==> src/rtl/seg_addr_pkg.sv <==
package seg_addr_pkg;
  typedef enum logic [2:0] {
    TGT_NONE = 3'd0,
    TGT_IRAM = 3'd1,
    TGT_ISFR = 3'd2,
    TGT_XSFR = 3'd3,
    TGT_XMEM = 3'd4
  } tgt_e;

  localparam int DIR_BITS = 11;
  localparam logic [15:0] SFR_BASE  = 16'h0400;
  localparam logic [15:0] XSFR_BASE = 16'h0600;
  localparam logic [15:0] BIT_TOP   = 16'h043F;

  function automatic logic [15:0] align_addr(input logic [15:0] a, input logic word);
    return word ? {a[15:1], 1'b0} : a;
  endfunction

  function automatic logic [15:0] direct_addr(input logic [15:0] a);
    return {{(16-DIR_BITS){1'b0}}, a[DIR_BITS-1:0]};
  endfunction

  function automatic logic in_window(input logic [15:0] a, input logic [15:0] lo,
                                     input logic [15:0] hi);
    return (a >= lo) && (a <= hi);
  endfunction
endpackage

==> src/rtl/seg_regs.sv <==
module seg_regs #(
  parameter int SEG_W = 8
) (
  input  logic             clk,
  input  logic             rst_n,
  input  logic             load,
  input  logic             load_sel,
  input  logic [SEG_W-1:0] load_val,
  output logic [SEG_W-1:0] dseg,
  output logic [SEG_W-1:0] xseg
);
  always_ff @(posedge clk or negedge rst_n) begin
    if (!rst_n) begin
      dseg <= '0;
      xseg <= '0;
    end else if (load) begin
      if (load_sel) xseg <= load_val;
      else          dseg <= load_val;
    end
  end

  AST_SEG_HOLD: assert property (@(posedge clk) disable iff (!rst_n)
    !load |=> ($stable(dseg) && $stable(xseg)));
endmodule

==> src/rtl/region_decode.sv <==
module region_decode
  import seg_addr_pkg::*;
#(
  parameter int IRAM_SIZE = 2048
) (
  input  logic [15:0] addr,
  input  logic        direct,
  input  logic        movx,
  input  logic        word,
  input  logic        bit_acc,
  input  logic        dseg_zero,
  output tgt_e        tgt,
  output logic        bit_err,
  output logic [15:0] eff_addr,
  output logic [15:0] local_off
);
  logic [15:0] raw;
  logic        bit_ok;
  logic        below_iram;

  always_comb begin
    raw        = direct ? direct_addr(addr) : addr;
    eff_addr   = align_addr(raw, word && !bit_acc);
    bit_ok     = direct && !movx && in_window(eff_addr, SFR_BASE, BIT_TOP);
    below_iram = ({16'd0, eff_addr} < 32'(IRAM_SIZE));
    bit_err    = 1'b0;
    if (bit_acc && !bit_ok) begin
      bit_err = 1'b1;
      tgt     = TGT_NONE;
    end else if (movx) begin
      tgt = TGT_XMEM;
    end else if (direct) begin
      if (eff_addr >= XSFR_BASE)     tgt = TGT_XSFR;
      else if (eff_addr >= SFR_BASE) tgt = TGT_ISFR;
      else if (dseg_zero)            tgt = TGT_IRAM;
      else                           tgt = TGT_XMEM;
    end else begin
      tgt = (dseg_zero && below_iram) ? TGT_IRAM : TGT_XMEM;
    end
    case (tgt)
      TGT_ISFR: local_off = eff_addr - SFR_BASE;
      TGT_XSFR: local_off = eff_addr - XSFR_BASE;
      default:  local_off = eff_addr;
    endcase
  end

  always_comb begin
    if (!direct) AST_IND_NO_SFR: assert (tgt != TGT_ISFR && tgt != TGT_XSFR);
  end
endmodule

==> src/rtl/lane_gen.sv <==
module lane_gen (
  input  logic        word,
  input  logic        a0,
  input  logic [15:0] wdata,
  output logic [1:0]  lane_en,
  output logic [15:0] lane_wdata
);
  always_comb begin
    if (word) begin
      lane_en    = 2'b11;
      lane_wdata = wdata;
    end else begin
      lane_en    = a0 ? 2'b10 : 2'b01;
      lane_wdata = {wdata[7:0], wdata[7:0]};
    end
  end
endmodule

==> src/rtl/seg_addr_router.sv <==
module seg_addr_router
  import seg_addr_pkg::*;
#(
  parameter int IRAM_SIZE = 2048,
  parameter int SEG_W     = 8
) (
  input  logic        clk,
  input  logic        rst_n,
  input  logic        seg_load,
  input  logic        seg_load_sel,
  input  logic [7:0]  seg_load_val,
  input  logic        req_valid,
  input  logic [15:0] req_addr,
  input  logic        req_direct,
  input  logic        req_movx,
  input  logic        req_word,
  input  logic        req_bit,
  input  logic        req_use_xseg,
  input  logic [15:0] req_wdata,
  input  logic        req_we,
  output logic        out_valid,
  output logic        sel_iram,
  output logic        sel_isfr,
  output logic        sel_xsfr,
  output logic        sel_xmem,
  output logic [15:0] out_offset,
  output logic [23:0] ext_addr,
  output logic [1:0]  lane_en,
  output logic [15:0] lane_wdata,
  output logic        out_we,
  output logic        bit_err
);
  localparam int EXT_W = SEG_W + 16;

  logic [SEG_W-1:0] dseg, xseg;
  tgt_e             tgt;
  logic             dec_err;
  logic [15:0]      eff_addr, local_off;
  logic [1:0]       lane_c;
  logic [15:0]      wdata_c;
  logic             acc_word;
  logic [EXT_W-1:0] ext_c;
  logic             was_direct;

  seg_regs #(.SEG_W(SEG_W)) u_seg (
    .clk(clk), .rst_n(rst_n), .load(seg_load), .load_sel(seg_load_sel),
    .load_val(seg_load_val[SEG_W-1:0]), .dseg(dseg), .xseg(xseg)
  );

  region_decode #(.IRAM_SIZE(IRAM_SIZE)) u_dec (
    .addr(req_addr), .direct(req_direct), .movx(req_movx), .word(req_word),
    .bit_acc(req_bit), .dseg_zero(dseg == '0), .tgt(tgt), .bit_err(dec_err),
    .eff_addr(eff_addr), .local_off(local_off)
  );

  assign acc_word = req_word && !req_bit;

  lane_gen u_lane (
    .word(acc_word), .a0(eff_addr[0]), .wdata(req_wdata),
    .lane_en(lane_c), .lane_wdata(wdata_c)
  );

  assign ext_c = (tgt == TGT_XMEM) ? {(req_use_xseg ? xseg : dseg), eff_addr} : '0;

  always_ff @(posedge clk or negedge rst_n) begin
    if (!rst_n) begin
      out_valid  <= 1'b0;
      sel_iram   <= 1'b0;
      sel_isfr   <= 1'b0;
      sel_xsfr   <= 1'b0;
      sel_xmem   <= 1'b0;
      out_offset <= '0;
      ext_addr   <= '0;
      lane_en    <= '0;
      lane_wdata <= '0;
      out_we     <= 1'b0;
      bit_err    <= 1'b0;
      was_direct <= 1'b0;
    end else begin
      out_valid  <= req_valid;
      sel_iram   <= req_valid && (tgt == TGT_IRAM);
      sel_isfr   <= req_valid && (tgt == TGT_ISFR);
      sel_xsfr   <= req_valid && (tgt == TGT_XSFR);
      sel_xmem   <= req_valid && (tgt == TGT_XMEM);
      out_offset <= req_valid ? local_off : '0;
      ext_addr   <= req_valid ? 24'(ext_c) : '0;
      lane_en    <= req_valid ? lane_c : '0;
      lane_wdata <= req_valid ? wdata_c : '0;
      out_we     <= req_valid && req_we && !dec_err;
      bit_err    <= req_valid && dec_err;
      was_direct <= req_valid && req_direct && !req_movx;
    end
  end

  AST_ONE_SEL: assert property (@(posedge clk) disable iff (!rst_n)
    $onehot0({sel_iram, sel_isfr, sel_xsfr, sel_xmem}));
  AST_IDLE_QUIET: assert property (@(posedge clk) disable iff (!rst_n)
    !req_valid |=> (!out_valid && !sel_iram && !sel_isfr && !sel_xsfr && !sel_xmem));
  AST_ERR_NO_SEL: assert property (@(posedge clk) disable iff (!rst_n)
    bit_err |-> (!sel_iram && !sel_isfr && !sel_xsfr && !sel_xmem && !out_we));
  AST_SFR_DIRECT_ONLY: assert property (@(posedge clk) disable iff (!rst_n)
    (sel_isfr || sel_xsfr) |-> was_direct);
  AST_WORD_EVEN: assert property (@(posedge clk) disable iff (!rst_n)
    (out_valid && lane_en == 2'b11) |-> !out_offset[0]);
  AST_EXT_ONLY_XMEM: assert property (@(posedge clk) disable iff (!rst_n)
    !sel_xmem |-> (ext_addr == '0));
endmodule

==> config.mk <==
export PLATFORM = sky130hd
export DESIGN_NAME = seg_addr_router
export DESIGN_NICKNAME = d
export VERILOG_FILES = /design/src/rtl/seg_addr_pkg.sv /design/src/rtl/seg_regs.sv /design/src/rtl/region_decode.sv /design/src/rtl/lane_gen.sv /design/src/rtl/seg_addr_router.sv
export SDC_FILE = /design/constraint.sdc
export NUM_CORES = 1
export LEC_CHECK = 0
export BUFFER_PORTS_ARGS = -buffer_cell sky130_fd_sc_hd__buf_4
export CORE_MARGIN = 5
export CORE_UTILIZATION = 53
export CTS_BUF_LIST = sky130_fd_sc_hd__clkbuf_16
export DETAILED_ROUTE_END_ITERATION = 8
export PLACE_DENSITY = 0.84
export REMOVE_ABC_BUFFERS = 1
export SLEW_MARGIN = 20
export SYNTH_ARGS = -nofsm -noshare
export SYNTH_HDL_FRONTEND = slang
export SYNTH_SLANG_ARGS = --single-unit
==> constraint.sdc <==
create_clock -name clk -period 3.49 [get_ports clk]
set_clock_uncertainty 0.15 [all_clocks]
set_input_delay 0.698 -clock clk [delete_from_list [all_inputs] [get_ports clk]]
set_output_delay 0.698 -clock clk [all_outputs]
set_load 0.02 [all_outputs]
==> results of run 1 <==
## routing by layer
metal	global-route usage [%]	routed length, um
met5	0	0
met4	7.11	91
met3	6.15	734
met2	36.6	3910
met1	27.5	3120
## cell usage after synthesis, drive strengths merged
cell type  number
dfrtp          81
o41a            1
and3            2
o21ai          10
nand3b          1
nor3           11
clkinv          1
clkbuf          7
nor2           23
a2111o          1
nand2          25
a211o           1
or3             1
a211oi          2
o2111a          1
mux2i           9
nor2b           4
a21oi          22
or2             1
or4             2
buf             2
inv             5
ha              3
nand2b          8
a31oi           1
nand3           1
and2           25
a21o            2
mux2           16
## placed cells by master (no fill, tap or decap), types with 2 or more instances in the layout
cell type / n
buf_4: 115
clkbuf_16: 9
a21o_1: 2
nor2_1: 23
ha_1: 3
nand2b_1: 8
mux2i_1: 9
clkinv_2: 2
nand2_1: 25
nor3_1: 11
dfrtp_1: 81
and3_1: 2
and2_1: 25
bufinv_16: 2
a21oi_1: 22
o21ai_0: 9
mux2_2: 16
nor2b_1: 4
inv_1: 7
## state kept, by name, summed over array words and instances, names as in the netlist
register and cells:
u_seg.xseg 8, out_valid 1, sel_iram 1, out_we 1
u_seg.dseg 8, out_offset 16, lane_wdata 16, lane_en 2
sel_isfr 1, sel_xmem 1, bit_err 1, ext_addr 24
sel_xsfr 1
## worst register-to-register path: stages, from the launching register on
cell and delay [ns]:
dfrtp_1 0.40, or4_1 0.59, nor2_1 0.20, nand3_1 0.09, nand2_1 0.08, a21o_1 0.49, inv_1 0.25, and2_1 0.23
## where the power goes
part / internal [mW] / switching [mW] / leakage [nW]
sequential: 1.01 / 0.0308 / 1.05
clock: 0.620 / 0.347 / 0.162
combinational: 0.148 / 0.175 / 1.05
total: 1.77 / 0.552 / 2.26
## layout make-up
type,instances,area [um2]
flip-flops and latches,81,2030
fillers,388,1450
multi-input cells,173,1070
repair buffers,116,875
clock buffers,9,225
well taps,75,93.8
clock inverters,7,86.3
inverters,6,22.5
## through the flow
step / total power, mW / area, um2 / cells / hold slack [ns]
5_1_grt: 2.42 / 4400 / 467 / 0.333
3_5_place_dp: 1.38 / 4090 / 451 / 0.350
4_1_cts: 2.35 / 4400 / 467 / 0.360
3_3_place_gp: 1.36 / 4090 / 451 / 0.338
2_1_floorplan: 1.20 / 3120 / 260 / 0.252
6_report: 2.33 / 4400 / 467 / 0.245
## path summary, 6_finish.rpt
kind                            cells past startpoint                   endpoint
worst max-delay path                               11      ext_addr[1]$_DFF_PN0_
worst min-delay path                                1      ext_addr[5]$_DFF_PN0_
worst max register to register                      7      ext_addr[1]$_DFF_PN0_
worst min register to register                      1  u_seg.xseg[1]$_DFFE_PN0P_
max in group asynchronous                           1    out_offset[8]$_DFF_PN0_
min in group clk                                    1  u_seg.xseg[1]$_DFFE_PN0P_
## kinds of logic after synthesis
family	count (synthesis)	share of synthesized area, %
flops	81	64.2
compound gates	41	7.73
mux	25	8.56
fa+ha+maj	3	1.19
simple gates	104	16.6
buf+inv	15	1.78
==> flow_summary.toml, run 1 <==
[outcome]
outcome = "completed"

[sta]
period_needed_ns = 2.79
slew_headroom_pct = 51.3
setup_tns_ns = 0
tightest_slew_ns = 0.729
final_max_slew_viol_count = 0
grt_setup_unrepaired = "no"
post-route-period-util_pct = 79.9
hold_viol = 0
setup_slack_ns = 0.700
fmax_mhz = 358
setup_viol = 0

[logic_synthesis]
synth_area_um2 = 3160
yosys.area.top_type = "dfrtp_1"
avgSynthCellArea_um2 = 11.7
ys_seq_area_share_pct = 64.2
synth_top_area_share_pct = 64.2
syn-instance-count = 269
yosysWarnings = 0
synth_seq_cells = 81
ys_types = 32
yosys-top-cells-area = "dfrtp_1 64%, mux2_2 5.7%, and2_1 5.0%"

[layout]
fin_nets = 441
syn2layout_area_growth_pct = 39.5
final_util_pct = 75.3
drive_above_1_share_pct = 38.0
antenna_cells = 0

[clock_network]
cts_tree = "yes"
cts_buffers = 9
cts.sinks = 81
htree_levels = 3
clk_pin_slew_worst_paths_ns = 0.06
postCtsSetupRepairBufs = 0
cts_hold_buf = 0
insertion_delay_ns = 0.33
cts-root-buf = "clkbuf_16"
clockBufferDepth = 2
post_cts_resized = 0

[grt]
grt_pass1_vias = 2492
antenna_found_initial = 0
grt_usage_pct = 21.9
grt_max_degree = 82
grt_pass1_wl_um = 12600
overflow = 0

[die]
io_pins = 116
start_util_pct = 54.0
core-area_um2 = 5850
die_h_um = 87.2
die_area_um2 = 7600
die_w_um = 87.2
row_count = 28

[setup_path]
crit_family = "compound AO/OA/AOI/OAI gates"
r2r_start = "u_seg.dseg[6]$_DFFE_PN0P_"
path_class = "input port to register"
crit_chain = "buf_4 > nand2b_1 > ha_1 > o41a_1 > nor2_1 > a21oi_1 > o21ai_0 > nand2_1 > a21o_1 > inv_1 > and2_1"
cp_slowest_cell = "a21o_1"
cp_max_fo = 16
critPathLaunch = "req_direct"
rrSetupSlack_ns = 0.90
slowest_delay_ns = 0.46
crit_path_end_kind = "register"
start_kind = "input port"
cp_num_buf_inv = 2
arrival_ns = 2.85
crit_required_ns = 3.55

[power_and_ir_drop]
cellLeakagePower_nw = 2.26
ir_drop_mv = 0.329
p_per_area_nw_per_um2 = 528

[route]
vias = 2416
drcViolationCount = 0
postRouteAntennaNets = 0
wl_per_cell_um = 16.8
routed_wl_um = 7850
drt_iter0_drc = 121
firstDrtPassIters = 4
vias_per_cell = 5.17

[hold_path]
hp-class = "input port to async pin"

[placed_design]
place_ws_ns = 0.358
globalplace.congestion = 0.897
portBuffers = 115
hpwl_um = 5580

[flow_run]
maxCapViolations = 0
No activity file was read; power rests on OpenSTA's default activity.
==> inputs of run 2 (changes only) <==
Settings changed: ABC_AREA set to 1, CORE_UTILIZATION 53 to 50, PLACE_DENSITY 0.84 to 0.78.
Clock period 3.49 ns to 2.7 ns, I/O delays scaled along.
==> run 2 against run 1 <==
  * Critical endpoint is now ext_addr[3]$_DFF_PN0_
  * Utilization fell by 5.0 points
  * Final cell count rose by 22%
  * Synthesized cell count is 29% higher
  * Largest cell class unchanged
==> flow_summary.toml, run 2 <==
[logic_synthesis]
synth_seq_cells = 81
yosys-top-cells-area = "dfrtp_1 57%, nor2_4 6.7%, nand2_1 5.7%"
async_flop_share_pct = 100
yosysWarnings = 0
ys_seq_area_share_pct = 57.2
syn-instance-count = 347
ys.flop_type = "dfrtp_1"
avgSynthCellArea_um2 = 10.2
synth_top_area_share_pct = 57.2
synth.cells.most_frequent = "81 x dfrtp_1, 54 x nand2_1, 47 x nor2_1"
synth.most_common_cell = "dfrtp_1"
synth_area_um2 = 3540
yosys.area.top_type = "dfrtp_1"
ys_types = 34
synth_edf_count = 0

[die]
row_count = 30
start_util_pct = 51.8
io_pins = 116
die_w_um = 94.2
die_h_um = 94.2
core-area_um2 = 6830
die_area_um2 = 8870

[setup_path]
path_class = "input port to register"
arrival_ns = 2.28
r2r_cells = 9
cp_max_fo = 12
start_kind = "input port"
crit_path_end_kind = "register"
critPathLaunch = "req_direct"
r2r_start = "u_seg.dseg[6]$_DFFE_PN0P_"
r2r-end = "ext_addr[3]$_DFF_PN0_"
rrSetupSlack_ns = 0.71
crit_required_ns = 2.80

[layout]
top_register = "ext_addr"
largest_reg_flops = 24
final_common_cell = "buf_4"
syn2layout_area_growth_pct = 35.6
top_regs = "ext_addr: 24 flops, lane_wdata: 16 flops, out_offset: 16 flops"
final_cell_mix = "116 x buf_4, 81 x dfrtp_1, 54 x nand2_1"
fin_nets = 522
drive_above_1_share_pct = 38.7
antenna_cells = 0

[route]
routed_wl_um = 8010
vias_per_cell = 4.65
wl_per_cell_um = 14.1
drt_iter0_drc = 139
drcViolationCount = 0
firstDrtPassIters = 4
vias = 2644
postRouteAntennaNets = 0

[sta]
setup_tns_ns = 0
post-route-period-util_pct = 80.8
grt_setup_unrepaired = "no"
slew_headroom_pct = 68.7
final_max_slew_viol_count = 0
hold_viol = 0
tightest_slew_ns = 0.468
fmax_mhz = 459
holdWs_ns = 0.00722
period_needed_ns = 2.18
setup_viol = 0

[hold_path]
hp-class = "input port to async pin"

[power_and_ir_drop]
p_per_area_nw_per_um2 = 616
cellLeakagePower_nw = 2.61
ir_drop_mv = 0.383

[grt]
grt_max_degree = 49
grt_pass1_wl_um = 13000
grt_pass1_vias = 2687
overflow = 0
antenna_found_initial = 0
grt_usage_pct = 19.1

[clock_network]
cts_buffers = 9
cts_tree = "yes"
insertion_delay_ns = 0.33
cts_hold_buf = 0
cts-root-buf = "clkbuf_16"
postCtsSetupRepairBufs = 0
cts.sinks = 81
htree_levels = 3
post_cts_resized = 0
clockBufferDepth = 2
clk_pin_slew_worst_paths_ns = 0.06

[placed_design]
hpwl_um = 6110
globalplace.congestion = 0.888
portBuffers = 115

[outcome]
outcome = "completed"

[flow_run]
maxCapViolations = 0
[run 2: worst max-delay path by stage]
stage	endpoint	slack (ns)	cells after the start
floorplan	ext_addr[0]$_DFF_PN0_	0.18	12
global placement	ext_addr[1]$_DFF_PN0_	0.28	14
detailed placement	ext_addr[3]$_DFF_PN0_	0.20	14
CTS	ext_addr[3]$_DFF_PN0_	0.52	14
global route	ext_addr[3]$_DFF_PN0_	0.39	14
finish	ext_addr[3]$_DFF_PN0_	0.52	14
[run 2: critical path, stage by stage]
cell and delay, ns:
buf_4 0.13, inv_4 0.08, nand2_8 0.08, ha_1 0.22, nand2_1 0.12, nand2_4 0.07, nor3_4 0.21, nand2_2 0.09
clkinv_2 0.06, nand2_4 0.06, o21ai_4 0.13, nand3_4 0.17, buf_12 0.22, nor2_1 0.10
[run 2: power breakdown]
part	leakage [nW]	switching [mW]	internal (mW)
Combinational	1.41	0.282	0.193
Sequential	1.06	0.0351	1.29
Clock	0.148	0.450	0.707
[run 2: cell type report]
cell class	count	area, um2
clock buffers	9	225
clock inverters	7	61.3
fillers	538	2030
inverters	51	199
multi-input cells	206	1240
flip-flops and latches	81	2030
well taps	96	120
repair buffers	119	931
[run 2: through the flow]
stage | total power [mW] | cell area (um2) | worst slack (ns) | cells | util (%)
after global routing | 3.10 | 4800 | 0.394 | 569 | 70.3
after global placement | 1.82 | 4520 | 0.278 | 553 | 66.1
after CTS | 3.00 | 4800 | 0.524 | 569 | 70.3
after floorplan | 1.59 | 3470 | 0.175 | 338 | -
after detailed placement | 1.83 | 4520 | 0.196 | 553 | 66.1
final | 2.96 | 4800 | 0.519 | 569 | 70.3
[run 2: cell families (layout without fill, tap and decap cells)]
logic type	after synthesis	after routing	synth area share (%)
simple gates	154	154	24.8
flops	81	81	57.2
buf+inv	60	186	7.77
compound gates	38	38	6.18
mux	8	8	2.26
fa+ha+maj	3	3	1.06
xor+xnor	3	3	0.742
[run 2: metal layers]
layer	global-route usage (%)	up-vias	part of all wire (%)
met5	0	-	0
met3	3.13	11	6.3
met1	24.0	1220	42
met2	32.6	103	50
li1	-	1310	-
met4	8.06	0	1.7
